--- src/rtl/shl_pkg.sv ---
package shl_pkg;
    parameter int unsigned SHL_WIDTH = 32;
    localparam int unsigned SHL_AMT_W = $clog2(SHL_WIDTH);
    typedef logic [SHL_WIDTH-1:0] shl_word_t;
    typedef logic [SHL_AMT_W-1:0] shl_amt_t;
endpackage

--- src/rtl/shl_stage.sv ---
// One selector level: picks among 2**SEL_W copies of the input, copy k
// being the input moved up by k*STEP with zeros filling from the bottom.
module shl_stage #(
    parameter int unsigned WIDTH = 32,
    parameter int unsigned SEL_W = 2,
    parameter int unsigned STEP  = 1
) (
    input  logic [WIDTH-1:0] in_i,
    input  logic [SEL_W-1:0] sel_i,
    output logic [WIDTH-1:0] out_o
);
    localparam int unsigned NCAND = 1 << SEL_W;
    localparam logic [WIDTH-1:0] ZERO_VEC = '0;

    logic [WIDTH-1:0] cand [NCAND];

    for (genvar k = 0; k < NCAND; k++) begin : g_cand
        for (genvar b = 0; b < WIDTH; b++) begin : g_bit
            if (b >= k * STEP) begin : g_take
                assign cand[k][b] = in_i[b - k * STEP];
            end else begin : g_fill
                assign cand[k][b] = ZERO_VEC[b];
            end
        end
    end

    always_comb begin
        out_o = cand[sel_i];
    end
endmodule

--- src/rtl/radix4_shl.sv ---
module radix4_shl
    import shl_pkg::*;
#(
    parameter int unsigned WIDTH = SHL_WIDTH,
    parameter int unsigned AMT_W = $clog2(WIDTH)
) (
    input  logic [WIDTH-1:0] op_i,
    input  logic [AMT_W-1:0] amt_i,
    output logic [WIDTH-1:0] res_o
);
    localparam int unsigned N_QUAD  = AMT_W / 2;
    localparam int unsigned HAS_BIN = AMT_W % 2;
    localparam int unsigned N_STG   = N_QUAD + HAS_BIN;

    logic [WIDTH-1:0] lvl_d [N_STG+1];

    assign lvl_d[0] = op_i;

    for (genvar s = 0; s < N_QUAD; s++) begin : g_quad
        shl_stage #(
            .WIDTH(WIDTH),
            .SEL_W(2),
            .STEP (1 << (2 * s))
        ) u_stage (
            .in_i (lvl_d[s]),
            .sel_i(amt_i[2*s +: 2]),
            .out_o(lvl_d[s+1])
        );
    end

    if (HAS_BIN != 0) begin : g_bin
        shl_stage #(
            .WIDTH(WIDTH),
            .SEL_W(1),
            .STEP (1 << (AMT_W - 1))
        ) u_stage (
            .in_i (lvl_d[N_QUAD]),
            .sel_i(amt_i[AMT_W-1 -: 1]),
            .out_o(lvl_d[N_STG])
        );
    end

    assign res_o = lvl_d[N_STG];
endmodule

--- config.mk ---
export PLATFORM = sky130hd
export DESIGN_NAME = radix4_shl
export DESIGN_NICKNAME = d
export VERILOG_FILES = /design/src/rtl/shl_pkg.sv /design/src/rtl/shl_stage.sv /design/src/rtl/radix4_shl.sv
export SDC_FILE = /design/constraint.sdc
export NUM_CORES = 1
export LEC_CHECK = 0
export BUFFER_PORTS_ARGS = -buffer_cell sky130_fd_sc_hd__buf_2
export CAP_MARGIN = 20
export CELL_PAD_IN_SITES_DETAIL_PLACEMENT = 1
export CELL_PAD_IN_SITES_GLOBAL_PLACEMENT = 1
export CORE_MARGIN = 3
export CORE_UTILIZATION = 40
export DETAILED_ROUTE_END_ITERATION = 8
export PLACE_DENSITY = 0.83
export SETUP_SLACK_MARGIN = 0.15
export SLEW_MARGIN = 40
export SYNTH_ARGS = -nofsm -noshare
export SYNTH_HDL_FRONTEND = slang
export SYNTH_SLANG_ARGS = --single-unit
--- constraint.sdc ---
create_clock -name vclk -period 1.9
set_input_delay 0 -clock vclk [all_inputs]
set_output_delay 0 -clock vclk [all_outputs]
set_load 0.01 [all_outputs]
Word-level counts from Yosys, hierarchy flattened --
Cells that the tools add are included.
Storage, ports and cells: memory bits (read-only) 0, bits of input ports 37, memories kept 0, output and inout bits 32, logic and storage cells 15, bits in registers 0, latch bits 0, bits in writable memories 0
Cells by class: $add $sub $neg 0, shift-type cells 0, multiplexer cells 9, div/mod/pow operators 0, bitwise logic cells 3, equality and inequality tests 0, $mul 0, reductions and logical operators 0, magnitude comparators 3
Operators by type and width (count):
- two-way mux 32 bit | 7
- binary-select mux 32 bit (select 2 bit) | 2
- greater-or-equal comparator 3 bit, second input constant | 2
- inverter 2 -> 3 bit | 2
- greater-or-equal comparator 2 bit, second input constant | 1
- inverter 1 -> 2 bit | 1

Logic depth before layout (Yosys ltp) --
Gate-level depths: netlist (run 1).
depth in word-level cells 10, depth in mapped cells 8, gate-level depth less buffers 4

By module --
A second synthesis (run 1) with hierarchy kept.
Second synthesis, totals: cell total of the unflattened synthesis 173, area total of the unflattened synthesis 1631.6 um^2
Modules (own cells, without submodules):
- shl_stage at g_quad[0].u_stage | times used 1, seq. area each 0.0 um^2, cells an instance 71, area an instance 704.4 um^2
- shl_stage at g_quad[1].u_stage | times used 1, seq. area each 0.0 um^2, cells an instance 67, area an instance 619.3 um^2
- shl_stage at g_bin.u_stage | times used 1, seq. area each 0.0 um^2, cells an instance 35, area an instance 307.8 um^2

Worst setup path before layout (run 1) --
No wires, ideal clock.
path kind in2out, start point input amt_i[0], end point output res_o[24], slack 0.246 ns, stages on the path 8, data arrival time 1.654 ns, data required time 1.900 ns, path buffers 4, cell sequence buf_6 buf_12 buf_6 buf_6 or4b_2 nand2_1 a21oi_1 nor3_1
On the way: word-level cells in the longest chain between the ends 10
Ends and longest elaborated chain:
- start: declaration | line radix4_shl.sv:8 | input logic [AMT_W-1:0] amt_i,
- inverter 2 -> 3 bit (implied by the code) | line shl_stage.sv:28 | out_o = cand[sel_i];
- binary-select mux 32 bit (select 2 bit) | line shl_stage.sv:28
- two-way mux 32 bit (implied by the code) (2 in a row) | line shl_stage.sv:28
- binary-select mux 32 bit (select 2 bit) | line shl_stage.sv:28
- two-way mux 32 bit (implied by the code) (5 in a row) | line shl_stage.sv:28
- end: declaration | line radix4_shl.sv:9 | output logic [WIDTH-1:0] res_o
Every way passes these cells. The select of a mux whose other input is x is not followed.

Worst setup path after layout (run 1) --
start point input amt_i[0], end point output res_o[30]
Same word-level chain as after synthesis.

==> impl_metrics.yaml, run 1 <==
setup_path:
  timing.critical_path.from_type: "input pin"
  worstPathCellList: "buf_12 -> mux4_2 -> mux4_2 -> a221o_1 -> buf_2"
  critical_path.most_common_cell: "mux4_2"
  worstSetupPathType: "in -> out"
  startpoint: "amt_i[0]"
  critPathRequiredTime_ns: 1.90
  slowest_stage: "mux4_2"
  cp-end-kind: "primary output"
  cp_data_arrival_time_ns: 1.72
  cp_slowest_stage_delay_ns: 0.55
  timing.critical_path.fanout_max: 13
global_route:
  grt_overflow_total: 0
  grt_pass1_vias: 2296
  grt_usage: 0.248
  grt_pass1_wl_um: 12300
  maximum_number_of_pins_on_one_net_before_global_route_repair: 25
  antenna_violations_before_repair: 0
finish:
  seq_cells: 0
  finish.utilization: 0.531
  finish.cell_count_without_fillers: 356
  finish.instance_area_um2: 2560
  fraction_of_layout_cells_with_a_size_suffix_above_1: 0.481
  fillers: 601
  n_clock_buffer: 0
  area.growth.synth_to_final_pct: 25.8
  antenna_cells: 0
  finalNetCount: 328
  layout.area.seq_um2: 0
pwr:
  power.switching_fraction: 0.523
  switching_power_mw: 0.408
  cell_internal_pwr_mw: 0.372
  p_clk_frac: 0
  p_seq_frac: 0
  worst_ir_drop_vdd_mv: 0.118
  leakagePower_nw: 1.13
  combPwrFrac: 1.000
  power_per_cell_area_nw_per_um2: 304
timing:
  final.period_utilization: 0.904
  unrepaired_setup_endpoints_after_global_routing: "false"
  maxSlewHeadroom: 0.699
  worst-slew-pin-transition_ns: 0.447
  finalCriticalPeriod_ns: 1.72
  final_max_slew_viol_count: 0
  setup_violations: 0
  finalHoldViolations: 0
  hold-worst-slack_ns: 0.432
  clock.fmax_ghz: 0.582
floorplanning:
  chipWidth_um: 77.3
  placement_rows: 25
  die_height_um: 77.3
  floorplan.core_area_um2: 4820
  die_area_um2: 5980
  start_util: 0.423
  io_pins: 69
synth:
  synth_seq_area_share: 0
  synth.top_cell.area_share: 0.254
  avgSynthCellArea_um2: 9.25
  synthMostInstantiatedCell: "mux2i_1"
  synthesis.nets: 257
  synthesis.instances: 220
  post-synth-top-area-cell: "mux4_2"
  netlist_top_cells_area: "mux4_2, mux2i_1, mux4_1, mux2_2, nand2_1"
  synth_cell_type_count: 47
  synthesis.yosys.warnings: 0
  syn-cell-area_um2: 2040
  synth_top_cells_by_count: "mux2i_1, mux4_2, nand2_1, nor2_1, mux2_2"
placed_design:
  place.gp.congestion: 0.911
  numPlacedInstances: 353
  dpl-instance-area_um2: 2490
  place.port_buffers: 69
  dp_hpwl_um: 6030
hold_path:
  holdCritStartpoint: "amt_i[4]"
  hp-class: "in -> out"
route:
  detailedRoute.firstIterationViolations: 227
  routed-via-count: 2312
  route.final.wire_length_um: 7740
  drt_first_pass_iters: 4
  post_drt_wl_per_cell_um: 21.7
  via_per_instance_ratio: 6.49
  drt_drc_violations_left: 0
  detail-route-antenna-nets: 0
clock_network:
  hold_bufs_inserted_after_cts: 0
status:
  status: "complete, no violations"
flow_run:
  drv.max_cap_violation_count: 0
-- final timing paths --
check	end	slack [ns]	cells after the start
max	res_o[30]	0.18	5
min	res_o[12]	0.43	3
-- cell usage in the layout (no fill, tap or decap), types with 3 or more instances in the layout --
| master | synthesis | routed |
|---|---|---|
| nand2b_1 | 3 | 3 |
| buf_2 | 7 | 66 |
| o22ai_1 | 3 | 3 |
| o21ai_0 | 8 | 8 |
| mux4_1 | 9 | 4 |
| a21oi_1 | 7 | 7 |
| mux2i_1 | 31 | 29 |
| buf_4 | 1 | 20 |
| and3_1 | 5 | 5 |
| mux2_2 | 13 | 13 |
| o22a_1 | 4 | 4 |
| o221ai_1 | 3 | 3 |
| nand3_1 | 9 | 9 |
| mux4_2 | 23 | 28 |
| a22oi_1 | 6 | 6 |
| nand2_1 | 18 | 18 |
| nor2b_1 | 6 | 6 |
| nor2_1 | 18 | 18 |
-- per-layer routing --
metal,wire length (um),part of all wire,track usage
met4,143,0.018,0.0356
met2,3750,0.48,0.403
met1,3270,0.42,0.368
met3,578,0.075,0.0209
met5,0,0,0
-- cells by family after synthesis --
group / after synthesis / share of synthesized area
mux: 76 / 0.595
simple gates: 71 / 0.172
compound gates: 46 / 0.158
buf+inv: 27 / 0.0750
-- through the flow --
stage          TNS [ns]  power [mW]  setup WS [ns]
3_5_place_dp     -0.497       0.738        -0.0997
3_3_place_gp     -0.277       0.717         -0.127
4_1_cts               0       0.755          0.144
2_1_floorplan         0       0.475          0.246
6_report              0       0.779          0.183
5_1_grt               0       0.840          0.151
-- cell type report --
type,instances,area (um^2),area share
multi-input combinational,193,1890,0.737
timing repair buffer,92,576,0.225
tap,67,83.8,0.0327
inverter,4,15.0,0.00587
-- worst max-delay path: cells and delay by family --
| kind | cells | cell delay, ns |
|---|---|---|
| AOI/OAI and AO/OA | 1 | 0.36 |
| buffers and inverters | 2 | 0.27 |
| muxes | 2 | 1.08 |
-- timing repair --
action,4_1_cts,5_1_grt
setup endpoints to repair,20,14
pin swaps,0,1
gates resized for setup,13,5
buffers inserted,0,2
cloned,0,1
-- power groups by stage --
stage                     Clock (mW)  Combinational [mW]  Sequential [mW]
after CTS                          0               0.755                0
after detailed placement           0               0.738                0
final                              0               0.779                0
after global placement             0               0.717                0
after global routing               0               0.840                0
after floorplan                    0               0.475                0
Power figures use the tool's default switching activity.
==> run 2, diff against run 1 <==
--- a/config.mk
+++ b/config.mk
@@ -10,9 +10,9 @@
 export CELL_PAD_IN_SITES_DETAIL_PLACEMENT = 1
 export CELL_PAD_IN_SITES_GLOBAL_PLACEMENT = 1
 export CORE_MARGIN = 3
-export CORE_UTILIZATION = 40
+export CORE_UTILIZATION = 30
 export DETAILED_ROUTE_END_ITERATION = 8
-export PLACE_DENSITY = 0.83
+export PLACE_DENSITY = 0.65
 export SETUP_SLACK_MARGIN = 0.15
 export SLEW_MARGIN = 40
 export SYNTH_ARGS = -nofsm -noshare
==> run 2 against run 1 <==
  * Final cell count up 4.2%
  * Fmax decreased by 0.57%
  * Combinational power grew 0.6%
  * Non-clock buffer count is 5 higher
  * Power grew 0.61%
  * Global-route usage decreased by 5.1 points
  * Count of clock-buffer cells in the layout unchanged
  * Cell area increased by 0.73%
  * Critical path depth increased by 1
  * Via count is 2.3% lower
  * Critical endpoint is now res_o[29]
  * Largest cell class unchanged
==> impl_metrics.yaml, run 2 (same netlist as run 1, synthesis figures left out) <==
timing:
  setup_violations: 0
  final_max_slew_viol_count: 0
  hold-worst-slack_ns: 0.436
  finalHoldViolations: 0
  maxSlewHeadroom: 0.694
  final_critical_path_setup_slack_ns: 0.173
  finalCriticalPeriod_ns: 1.73
  unrepaired_setup_endpoints_after_global_routing: "true"
  clock.fmax_ghz: 0.579
  final.period_utilization: 0.909
  worst-slew-pin-transition_ns: 0.455
route:
  detail-route-antenna-nets: 0
  route.final.wire_length_um: 7820
  routed-via-count: 2258
  via_per_instance_ratio: 6.09
  detailedRoute.firstIterationViolations: 226
  post_drt_wl_per_cell_um: 21.1
  drt_first_pass_iters: 4
  drt_drc_violations_left: 0
finish:
  mostFrequentLayoutCell: "buf_2"
  area.growth.synth_to_final_pct: 26.7
  antenna_cells: 0
  finish.cell_count_without_fillers: 371
  fillers: 797
  n_clock_buffer: 0
  layout.area.seq_um2: 0
  seq_cells: 0
  final_cell_mix: "buf_2, mux2i_1, mux4_2"
  fraction_of_layout_cells_with_a_size_suffix_above_1: 0.490
  finalNetCount: 333
  finish.utilization: 0.399
setup_path:
  critPathRequiredTime_ns: 1.90
  cp_data_arrival_time_ns: 1.73
  worstSetupPathType: "in -> out"
  timing.critical_path.fanout_max: 10
  startpoint: "amt_i[0]"
  timing.critical_path.from_type: "input pin"
  cp-end-kind: "primary output"
global_route:
  maximum_number_of_pins_on_one_net_before_global_route_repair: 19
  grt_overflow_total: 0
  grt_pass1_vias: 2183
  grt_usage: 0.197
  grt_pass1_wl_um: 12300
  antenna_violations_before_repair: 0
floorplanning:
  chipWidth_um: 88.4
  start_util: 0.315
  floorplan.core_area_um2: 6460
  die_area_um2: 7810
  io_pins: 69
  placement_rows: 29
  die_height_um: 88.4
status:
  status: "complete, no violations"
flow_run:
  drv.max_cap_violation_count: 0
pwr:
  power_per_cell_area_nw_per_um2: 304
  worst_ir_drop_vdd_mv: 0.120
  leakagePower_nw: 1.14
placed_design:
  place.port_buffers: 69
  place.gp.congestion: 0.869
  dp_hpwl_um: 6240
  place_worst_setup_slack_ns: -0.0640
  numPlacedInstances: 367
hold_path:
  min_path_cells: 3
  holdCritStartpoint: "amt_i[4]"
  hp-class: "in -> out"
==> run 2: final cells by class <==
| cell class | instances | area, um^2 | area share |
|---|---|---|---|
| Tap cell | 77 | 96.3 | 0.0374 |
| Inverter | 4 | 15.0 | 0.00582 |
| Multi-Input combinational cell | 193 | 1880 | 0.728 |
| Timing Repair Buffer | 97 | 591 | 0.229 |
==> run 2: layer usage <==
| metal | wire length [um] | GRT usage | vias up | part of all wire |
|---|---|---|---|---|
| met5 | 0 | 0 | - | 0 |
| met3 | 331 | 0.00372 | 0 | 0.042 |
| met1 | 3770 | 0.308 | 1156 | 0.48 |
| li1 | - | - | 1042 | - |
| met2 | 3720 | 0.324 | 60 | 0.48 |
| met4 | 0 | 0.00275 | 0 | 0 |
==> run 2: timing repair <==
| action | 4_1_cts | 5_1_grt |
|---|---|---|
| endpoints found under the setup margin | 17 | 8 |
| hold buffers | 0 | 0 |
| buffers inserted | 2 | 2 |
| cloned | 0 | 0 |
| gates resized for setup | 12 | 5 |
==> run 2: worst max-delay path: stages <==
cell and delay [ns]:
buf_8 0.13, mux4_1 0.59, mux2_2 0.31, or2_0 0.22
a311o_1 0.32, buf_2 0.14
==> run 2: where the power goes <==
| part | internal (mW) | total (mW) | switching [mW] |
|---|---|---|---|
| combinational | 0.377 | 0.784 | 0.407 |
| clock | 0 | 0 | 0 |
| sequential | 0 | 0 | 0 |
==> run 2: path summary, 6_finish.rpt <==
path / to / slack, ns
hold / removal: res_o[11] / 0.44
setup / recovery: res_o[29] / 0.17
==> run 2: metrics by stage <==
step | power, mW | instance area (um^2) | setup TNS, ns
finish | 0.784 | 2580 | 0
floorplan | 0.475 | 2040 | 0
global route | 0.845 | 2580 | 0
CTS | 0.768 | 2560 | 0
detailed placement | 0.751 | 2530 | -0.167
global placement | 0.743 | 2530 | -0.128
==> run 3, diff against run 2 <==
--- a/config.mk
+++ b/config.mk
@@ -9,10 +9,11 @@
 export CAP_MARGIN = 20
 export CELL_PAD_IN_SITES_DETAIL_PLACEMENT = 1
 export CELL_PAD_IN_SITES_GLOBAL_PLACEMENT = 1
+export CORE_ASPECT_RATIO = 1.75
 export CORE_MARGIN = 3
 export CORE_UTILIZATION = 30
 export DETAILED_ROUTE_END_ITERATION = 8
-export PLACE_DENSITY = 0.65
+export PLACE_DENSITY_LB_ADDON = 0.1
 export SETUP_SLACK_MARGIN = 0.15
 export SLEW_MARGIN = 40
 export SYNTH_ARGS = -nofsm -noshare
==> run 3 against run 2 <==
  * Die area rose by 0.50%
  * Flip-flop and latch count did not move
  * Fmax rose by 0.90%
  * Routed wire length rose by 2.0%
  * Combinational power barely moved
  * Core utilization barely moved
  * Final cell count rose by 1.9%
==> impl_metrics.yaml, run 3 (same netlist as run 1, synthesis figures left out) <==
pwr:
  leakagePower_nw: 1.16
  worst_ir_drop_vdd_mv: 0.119
  power_per_cell_area_nw_per_um2: 301
  total_power_mw: 0.785
route:
  routed-via-count: 2239
  via_per_instance_ratio: 5.92
  drt_first_pass_iters: 4
  detail-route-antenna-nets: 0
  detailedRoute.firstIterationViolations: 86
  post_drt_wl_per_cell_um: 21.1
  drt_drc_violations_left: 0
  route.final.wire_length_um: 7980
finish:
  n_clock_buffer: 0
  mostFrequentLayoutCell: "buf_2"
  area.growth.synth_to_final_pct: 28.1
  layout.area.seq_um2: 0
  fraction_of_layout_cells_with_a_size_suffix_above_1: 0.486
  fillers: 804
  finalNetCount: 335
  final_cell_mix: "buf_2, mux2i_1, mux4_2"
  antenna_cells: 0
  seq_cells: 0
  finish.utilization: 0.399
global_route:
  grt_pass1_vias: 2227
  grt_pass1_wl_um: 12200
  antenna_violations_before_repair: 0
  maximum_number_of_pins_on_one_net_before_global_route_repair: 25
  grt_usage: 0.203
  grt_overflow_total: 0
setup_path:
  worstPathCellList: "buf_8 -> mux4_1 -> mux2_2 -> or2_0 -> a311o_1 -> buf_2"
  slowest_stage: "mux4_1"
  critical_path.n_buffers_inverters: 2
  cp_slowest_stage_delay_ns: 0.58
  timing.critical_path.fanout_max: 9
  worstSetupPathType: "in -> out"
  cp_data_arrival_time_ns: 1.71
  timing.critical_path.from_type: "input pin"
  cp-end-kind: "primary output"
  cp_top_family: "multiplexers"
  critPathRequiredTime_ns: 1.90
floorplanning:
  start_util: 0.311
  placement_rows: 39
  io_pins: 69
  die_height_um: 115
  chipWidth_um: 68.3
  floorplan.core_area_um2: 6540
  die_area_um2: 7850
timing:
  finalHoldViolations: 0
  finalCriticalPeriod_ns: 1.71
  final_max_slew_viol_count: 0
  setup_violations: 0
  final.period_utilization: 0.901
  clock.fmax_ghz: 0.584
  maxSlewHeadroom: 0.636
  final_critical_path_setup_slack_ns: 0.188
  unrepaired_setup_endpoints_after_global_routing: "true"
  worst-slew-pin-transition_ns: 0.531
  hold-worst-slack_ns: 0.462
flow_run:
  drv.max_cap_violation_count: 0
placed_design:
  place.port_buffers: 69
  place_worst_setup_slack_ns: -0.0475
  place.gp.congestion: 0.865
  dp_hpwl_um: 6600
status:
  status: "complete, no violations"
hold_path:
  hp-class: "in -> out"
clock_network:
  hold_bufs_inserted_after_cts: 0
-- run 3: through the flow --
stage                     instance area [um^2]  cells  setup TNS (ns)
final                                     2610    378               0
after global routing                      2610    378               0
after CTS                                 2560    372               0
after detailed placement                  2540    371         -0.0657
after global placement                    2540    371         -0.0701
after floorplan                           2040    220               0
-- run 3: final timing paths --
path / startpoint / endpoint / slack (ns) / depth (start not counted)
setup / recovery: amt_i[0] / res_o[29] / 0.19 / 6
hold / removal: amt_i[4] / res_o[15] / 0.46 / 3
-- run 3: per-layer routing --
metal  global-route usage  share of wire  up-vias
met4               0.0425          0.026        0
met5                    0              0        -
met3              0.00782          0.028       12
met1                0.245           0.40     1121
li1                     -              -     1044
met2                0.383           0.54       62
-- run 3: layout make-up --
| type | count | area (um^2) | share of cell area |
|---|---|---|---|
| tap | 82 | 103 | 0.0393 |
| timing repair buffer | 99 | 618 | 0.237 |
| inverter | 4 | 15.0 | 0.00576 |
| multi-input combinational | 193 | 1870 | 0.718 |
-- run 3: timing repair --
item	CTS	global route
pin swaps	0	0
setup buffers	1	6
gates resized for setup	10	5
setup endpoints to repair	15	9
hold endpoints to repair	0	0
-- run 3: power by group --
group          internal, mW  switching [mW]  leakage, nW
registers                 0               0            0
clock network             0               0            0
logic                 0.381           0.405         1.16
